File: src/rtl/sprmv_pkg.sv
`timescale 1ns/1ps
package sprmv_pkg;
  localparam int SPR_NUM_W  = 10;
  localparam int SPR_COUNT  = 6;
  localparam int SPR_DATA_W = 64;

  // implemented numbers, entry i at [i*SPR_NUM_W +: SPR_NUM_W]:
  // 0 exception, 1 link, 2 count, 3 save0, 4 save1, 5 target
  localparam logic [SPR_COUNT*SPR_NUM_W-1:0] SPR_NUM_TABLE =
    {10'd815, 10'd27, 10'd26, 10'd9, 10'd8, 10'd1};

  localparam logic [SPR_NUM_W-1:0] RSV_FIRST = 10'd808;
  localparam logic [SPR_NUM_W-1:0] RSV_LAST  = 10'd811;

  typedef enum logic [1:0] {
    CLS_IMPL  = 2'd0,
    CLS_RSV   = 2'd1,
    CLS_UNDEF = 2'd2
  } spr_cls_e;
endpackage

File: src/rtl/sprmv_decode.sv
`timescale 1ns/1ps
module sprmv_decode
  import sprmv_pkg::*;
#(
  parameter int NUM_W = SPR_NUM_W,
  parameter int N_SPR = SPR_COUNT,
  localparam int IDX_W = $clog2(N_SPR),
  localparam int HALF  = NUM_W / 2
) (
  input  logic [NUM_W-1:0] field,
  output spr_cls_e         cls,
  output logic [IDX_W-1:0] idx
);
  logic [NUM_W-1:0] num;
  logic [N_SPR-1:0] hit;

  // halves arrive swapped
  assign num = {field[HALF-1:0], field[NUM_W-1:HALF]};

  for (genvar g = 0; g < N_SPR; g++) begin : g_match
    assign hit[g] = (num == SPR_NUM_TABLE[g*NUM_W +: NUM_W]);
  end

  always_comb begin
    idx = '0;
    for (int i = 0; i < N_SPR; i++) begin
      if (hit[i]) idx = IDX_W'(i);
    end
  end

  always_comb begin
    if (|hit)                                  cls = CLS_IMPL;
    else if (num >= RSV_FIRST && num <= RSV_LAST) cls = CLS_RSV;
    else                                       cls = CLS_UNDEF;
  end
endmodule

File: src/rtl/sprmv_regfile.sv
`timescale 1ns/1ps
module sprmv_regfile #(
  parameter int DATA_W = 64,
  parameter int N_SPR  = 6,
  localparam int IDX_W = $clog2(N_SPR)
) (
  input  logic              clk,
  input  logic              rst,
  input  logic              wr_en,
  input  logic [IDX_W-1:0]  wr_idx,
  input  logic [DATA_W-1:0] wr_data,
  input  logic [IDX_W-1:0]  rd_idx,
  output logic [DATA_W-1:0] rd_data
);
  logic [DATA_W-1:0] regs_q [N_SPR];

  always_ff @(posedge clk) begin
    if (rst) begin
      for (int i = 0; i < N_SPR; i++) regs_q[i] <= '0;
    end else if (wr_en) begin
      for (int i = 0; i < N_SPR; i++) begin
        if (wr_idx == IDX_W'(i)) regs_q[i] <= wr_data;
      end
    end
  end

  assign rd_data = regs_q[rd_idx];


  stored_value_chk: assert property (@(posedge clk) disable iff (rst)
    wr_en |=> regs_q[$past(wr_idx)] == $past(wr_data));
endmodule

File: src/rtl/sprmv_unit.sv
`timescale 1ns/1ps
module sprmv_unit
  import sprmv_pkg::*;
#(
  parameter int DATA_W = SPR_DATA_W,
  parameter int NUM_W  = SPR_NUM_W,
  parameter int N_SPR  = SPR_COUNT,
  parameter logic [N_SPR*DATA_W-1:0] RD_MASKS = '1,
  localparam int IDX_W = $clog2(N_SPR)
) (
  input  logic              clk,
  input  logic              rst,
  input  logic              in_valid,
  input  logic              in_to_spr,
  input  logic [NUM_W-1:0]  in_field,
  input  logic [DATA_W-1:0] in_gpr_data,
  output logic              res_valid,
  output logic              res_gpr_rd,
  output logic              res_gpr_wr,
  output logic [DATA_W-1:0] res_gpr_wdata,
  output logic              res_spr_wr,
  output logic              res_intr
);
  spr_cls_e          cls;
  logic [IDX_W-1:0]  idx;
  logic [DATA_W-1:0] spr_val;
  logic [DATA_W-1:0] spr_mask;
  logic              is_impl, is_undef, do_write, do_read;

  sprmv_decode #(.NUM_W(NUM_W), .N_SPR(N_SPR)) dec_i (
    .field(in_field), .cls(cls), .idx(idx)
  );

  assign is_impl  = (cls == CLS_IMPL);
  assign is_undef = (cls == CLS_UNDEF);
  assign do_write = in_valid &  in_to_spr & is_impl;
  assign do_read  = in_valid & ~in_to_spr & is_impl;

  sprmv_regfile #(.DATA_W(DATA_W), .N_SPR(N_SPR)) rf_i (
    .clk(clk), .rst(rst),
    .wr_en(do_write), .wr_idx(idx), .wr_data(in_gpr_data),
    .rd_idx(idx), .rd_data(spr_val)
  );

  assign spr_mask = RD_MASKS[idx*DATA_W +: DATA_W];

  always_ff @(posedge clk) begin
    if (rst) begin
      res_valid     <= 1'b0;
      res_gpr_rd    <= 1'b0;
      res_gpr_wr    <= 1'b0;
      res_gpr_wdata <= '0;
      res_spr_wr    <= 1'b0;
      res_intr      <= 1'b0;
    end else begin
      res_valid     <= in_valid;
      res_gpr_rd    <= do_write;
      res_gpr_wr    <= do_read;
      res_gpr_wdata <= do_read ? (spr_val & spr_mask) : '0;
      res_spr_wr    <= do_write;
      res_intr      <= in_valid & is_undef;
    end
  end


  latency_chk: assert property (@(posedge clk) disable iff (rst)
    in_valid |=> res_valid);

  no_spurious_chk: assert property (@(posedge clk) disable iff (rst)
    !in_valid |=> !res_valid);

  idle_quiet_chk: assert property (@(posedge clk) disable iff (rst)
    !res_valid |-> !(res_gpr_rd || res_gpr_wr || res_spr_wr || res_intr));

  trap_quiet_chk: assert property (@(posedge clk) disable iff (rst)
    res_intr |-> !(res_gpr_rd || res_gpr_wr || res_spr_wr));

  reserved_nop_chk: assert property (@(posedge clk) disable iff (rst)
    (in_valid && cls == CLS_RSV) |=> !(res_gpr_rd || res_gpr_wr || res_spr_wr || res_intr));

  wdata_zero_chk: assert property (@(posedge clk) disable iff (rst)
    !res_gpr_wr |-> res_gpr_wdata == '0);

  direction_chk: assert property (@(posedge clk) disable iff (rst)
    $onehot0({res_gpr_wr, res_spr_wr, res_intr}));
endmodule

File: config.mk
export PLATFORM = sky130hd
export DESIGN_NAME = sprmv_unit
export DESIGN_NICKNAME = d
export VERILOG_FILES = /design/src/rtl/sprmv_pkg.sv /design/src/rtl/sprmv_decode.sv /design/src/rtl/sprmv_regfile.sv /design/src/rtl/sprmv_unit.sv
export SDC_FILE = /design/constraint.sdc
export NUM_CORES = 1
export LEC_CHECK = 0
export BUFFER_PORTS_ARGS = -buffer_cell sky130_fd_sc_hd__buf_2
export CAP_MARGIN = 10
export CORE_ASPECT_RATIO = 0.9
export CORE_MARGIN = 5
export CORE_UTILIZATION = 43
export DETAILED_ROUTE_END_ITERATION = 8
export RECOVER_POWER = 100
export SYNTH_ARGS = -nofsm -noshare
export SYNTH_HDL_FRONTEND = slang
export SYNTH_HIERARCHICAL = 1
export SYNTH_SLANG_ARGS = --single-unit
File: constraint.sdc
create_clock -name clk -period 4.96 [get_ports clk]
set_clock_uncertainty 0.2 [all_clocks]
set_input_delay 0 -clock clk [delete_from_list [all_inputs] [get_ports clk]]
set_output_delay 0 -clock clk [all_outputs]
set_load 0.005 [all_outputs]
==> results_dict.tcl <==
set metrics [dict create \
    wl_met3_um 2908 \
    layout_common_cells "nor3_1, edfxtp_1, buf_2" \
    gp_congestion 0.7782 \
    hold_buffers 74 \
    wire_per_inst_um 23.16 \
    die-area_mm2 0.05045 \
    dpl.cell_count 1993 \
    violations "capacitance limit, slew limit" \
    wl_met2_um 24040 \
    stdcell_count 2152 \
    ant_nets 0 \
    hold_class "in -> reg" \
    syn-cell-area_mm2 0.01980 \
    drv_cap 1 \
    clk_path_buf_depth 3 \
    area_growth_pct 14.98 \
    mostFrequentLayoutCell "nor3_1" \
    die_x_um 236.2 \
    outcome "finished with violations" \
    ys_ff_latch 452 \
    clk_pin_slew_ns 0.06 \
    num_rows 74 \
    track_usage 0.1948 \
    avgSynthCellArea_um2 14.79 \
    drt-met1-wl_um 22120 \
    die_y_um 213.6 \
    routed_wl_um 49830 \
    cts_htree_levels 2 \
    drtIter0Drc 954 \
    startpoint_type "primary input" \
    min_period_over_period 0.8982 \
    period_minus_slack_ns 4.455 \
    post_cts_buffers 0 \
    n_antenna_cell 0 \
    ys_warn_count 6 \
    worst_slew_pin_slew_ns 1.866 \
    gr-total-overflow 0 \
    yosysTopAreaCell "edfxtp_1" \
    setup_viol_count_final 0 \
    syn_inst 1339 \
    hold_viol 0 \
    drc_errors 0 \
    fp.coreArea_mm2 0.04546 \
    syn-num-nets 1417 \
    antenna_found_initial 0 \
    cp_slowest_cell "o21bai_2" \
    critical_path.most_common_cell "dlygate4sd3_1" \
    grt_max_degree 134 \
    grt_first_pass_wirelength_um 76460 \
    slew_headroom -0.2443 \
    drive_above_1_share 0.2332 \
    final_nets 1586 \
    vdd_drop_max_mv 0.1996 \
    io_buffers 146 \
    cts_sinks 452 \
    cp.required_ns 4.94 \
    synth_cell_types 34 \
    rsz0062_at_grt "false" \
    slew_violations 53 \
    initial_utilization 0.4355 \
    root_buffer "clkbuf_16" \
    cts_inserted_buffers 47 \
    ioPinCount 147 \
    vias 12190 \
    synth_top_cell_area_share 0.5824 \
    endpoint_kind "register" \
    cp.arrival_ns 4.44 \
    max_stage_delay_ns 0.86 \
    yosysSeqAreaShare 0.6511 \
    drt-vias-per-instance 5.663 \
    max_freq_mhz 224.5 \
    clk_latency_ns 0.56 \
    dp_hpwl_um 26360 \
    r2r_slack_ns 3.18 \
    cts_resized 0 \
    dr.pass1.iters 5 \
    p_leak_nw 7.360 \
    top_layer "met4" \
    worstSetupPathType "in -> reg" \
    whs_ns 0.2557 \
    crit_fanout 21 \
    synth.area.top_cells "edfxtp_1, nor3_1, mux4_2" \
    grt_pass1_vias 12440 \
    cts_tree "built" \
    crit_chain "dlygate4sd3_1, buf_2, nor2_1, dlygate4sd3_1, nand2_1, dlygate4sd3_1, a21oi_1, nor3_1, nor2_1, and3_1, nand2_1, o21bai_2, clkbuf_2" \
    power_density_mw_per_mm2 348.6 \
]
per-stage QoR:
stage                       util  setup WS, ns  power (W)  cell area, um2  setup TNS (ns)
after detailed placement  0.4636         1.141   0.004735           21080               0
after global placement    0.4636         1.220   0.004725           21080               0
after floorplan                -       -0.4132   0.004585           19810         -105.03
after CTS                 0.5106        0.8568   0.008024           23210               0
after global routing      0.5008        0.2822   0.008212           22770               0
final                     0.5008        0.5049   0.007936           22770               0
layout make-up:
type	count	area, um2
fillers	3952	22700
clock buffers	70	1303
clock inverters	15	93.84
well taps	608	760.7
repair buffers	256	1674
multi-input cells	687	5802
inverters	64	240.2
flip-flops and latches	452	12890
Yosys cell counts:
| master | number |
|---|---|
| nor3_1 | 386 |
| edfxtp_1 | 384 |
| mux2_2 | 88 |
| clkbuf_1 | 71 |
| dfxtp_1 | 68 |
| inv_1 | 64 |
| mux4_2 | 64 |
| nor4b_2 | 49 |
| mux2_1 | 40 |
| buf_2 | 31 |
| buf_6 | 20 |
| nor4b_1 | 15 |
| buf_1 | 13 |
| nand2_1 | 7 |
| nor2_1 | 7 |
| o21bai_1 | 6 |
| nand2b_1 | 3 |
| a21oi_1 | 2 |
| and3b_1 | 2 |
| nand4_1 | 2 |
| nor2b_1 | 2 |
| nor4_1 | 2 |
| xor2_1 | 2 |
| a211oi_1 | 1 |
| and2_1 | 1 |
| and3_1 | 1 |
| and4b_1 | 1 |
| buf_4 | 1 |
| nand3b_1 | 1 |
| o32a_1 | 1 |
| or2_2 | 1 |
| or3b_1 | 1 |
| or4_4 | 1 |
| or4b_1 | 1 |
where the power goes:
part | total, W | switching, W | internal [W]
Clock | 0.00325 | 0.00139 | 0.00186
Combinational | 0.000378 | 0.000217 | 0.000161
Sequential | 0.00431 | 0.0000383 | 0.00427
cell families after synthesis:
| kind of cell | synth area share |
|---|---|
| muxes | 0.1456 |
| DFF | 0.6511 |
| AOI/OAI and AO/OA | 0.003665 |
| and+or+nand+nor | 0.1511 |
| xor gates and xnor gates | 0.0008848 |
| buffers and inverters | 0.04765 |
worst max-delay path, delay by kind of cell:
family	cells	cell delay, ns
buf+inv	5	2.55
compound gates	2	1.03
simple gates	6	0.84
metal layers:
metal | vias up | track usage
li1 | 5510 | -
met5 | - | 0
met3 | 61 | 0.03138
met2 | 373 | 0.3211
met4 | 0 | 0.04498
met1 | 6242 | 0.2772
path summary, 6_finish.rpt:
path,start,endpoint,depth (start not counted)
min reg2reg,rf_i/regs_q[4][16],res_gpr_wdata[16],2
max,in_field[1],rf_i/regs_q[4][0],13
max reg2reg,rf_i/regs_q[3][38],res_gpr_wdata[38],3
min,in_gpr_data[55],rf_i/regs_q[0][55],4
registers in the layout, summed over array words and instances (netlist names):
signal	cells
res_gpr_wdata	64
res_gpr_wr	1
res_intr	1
res_spr_wr	1
res_valid	1
rf_i/regs_q	384
(Power assumes the default switching activity.)
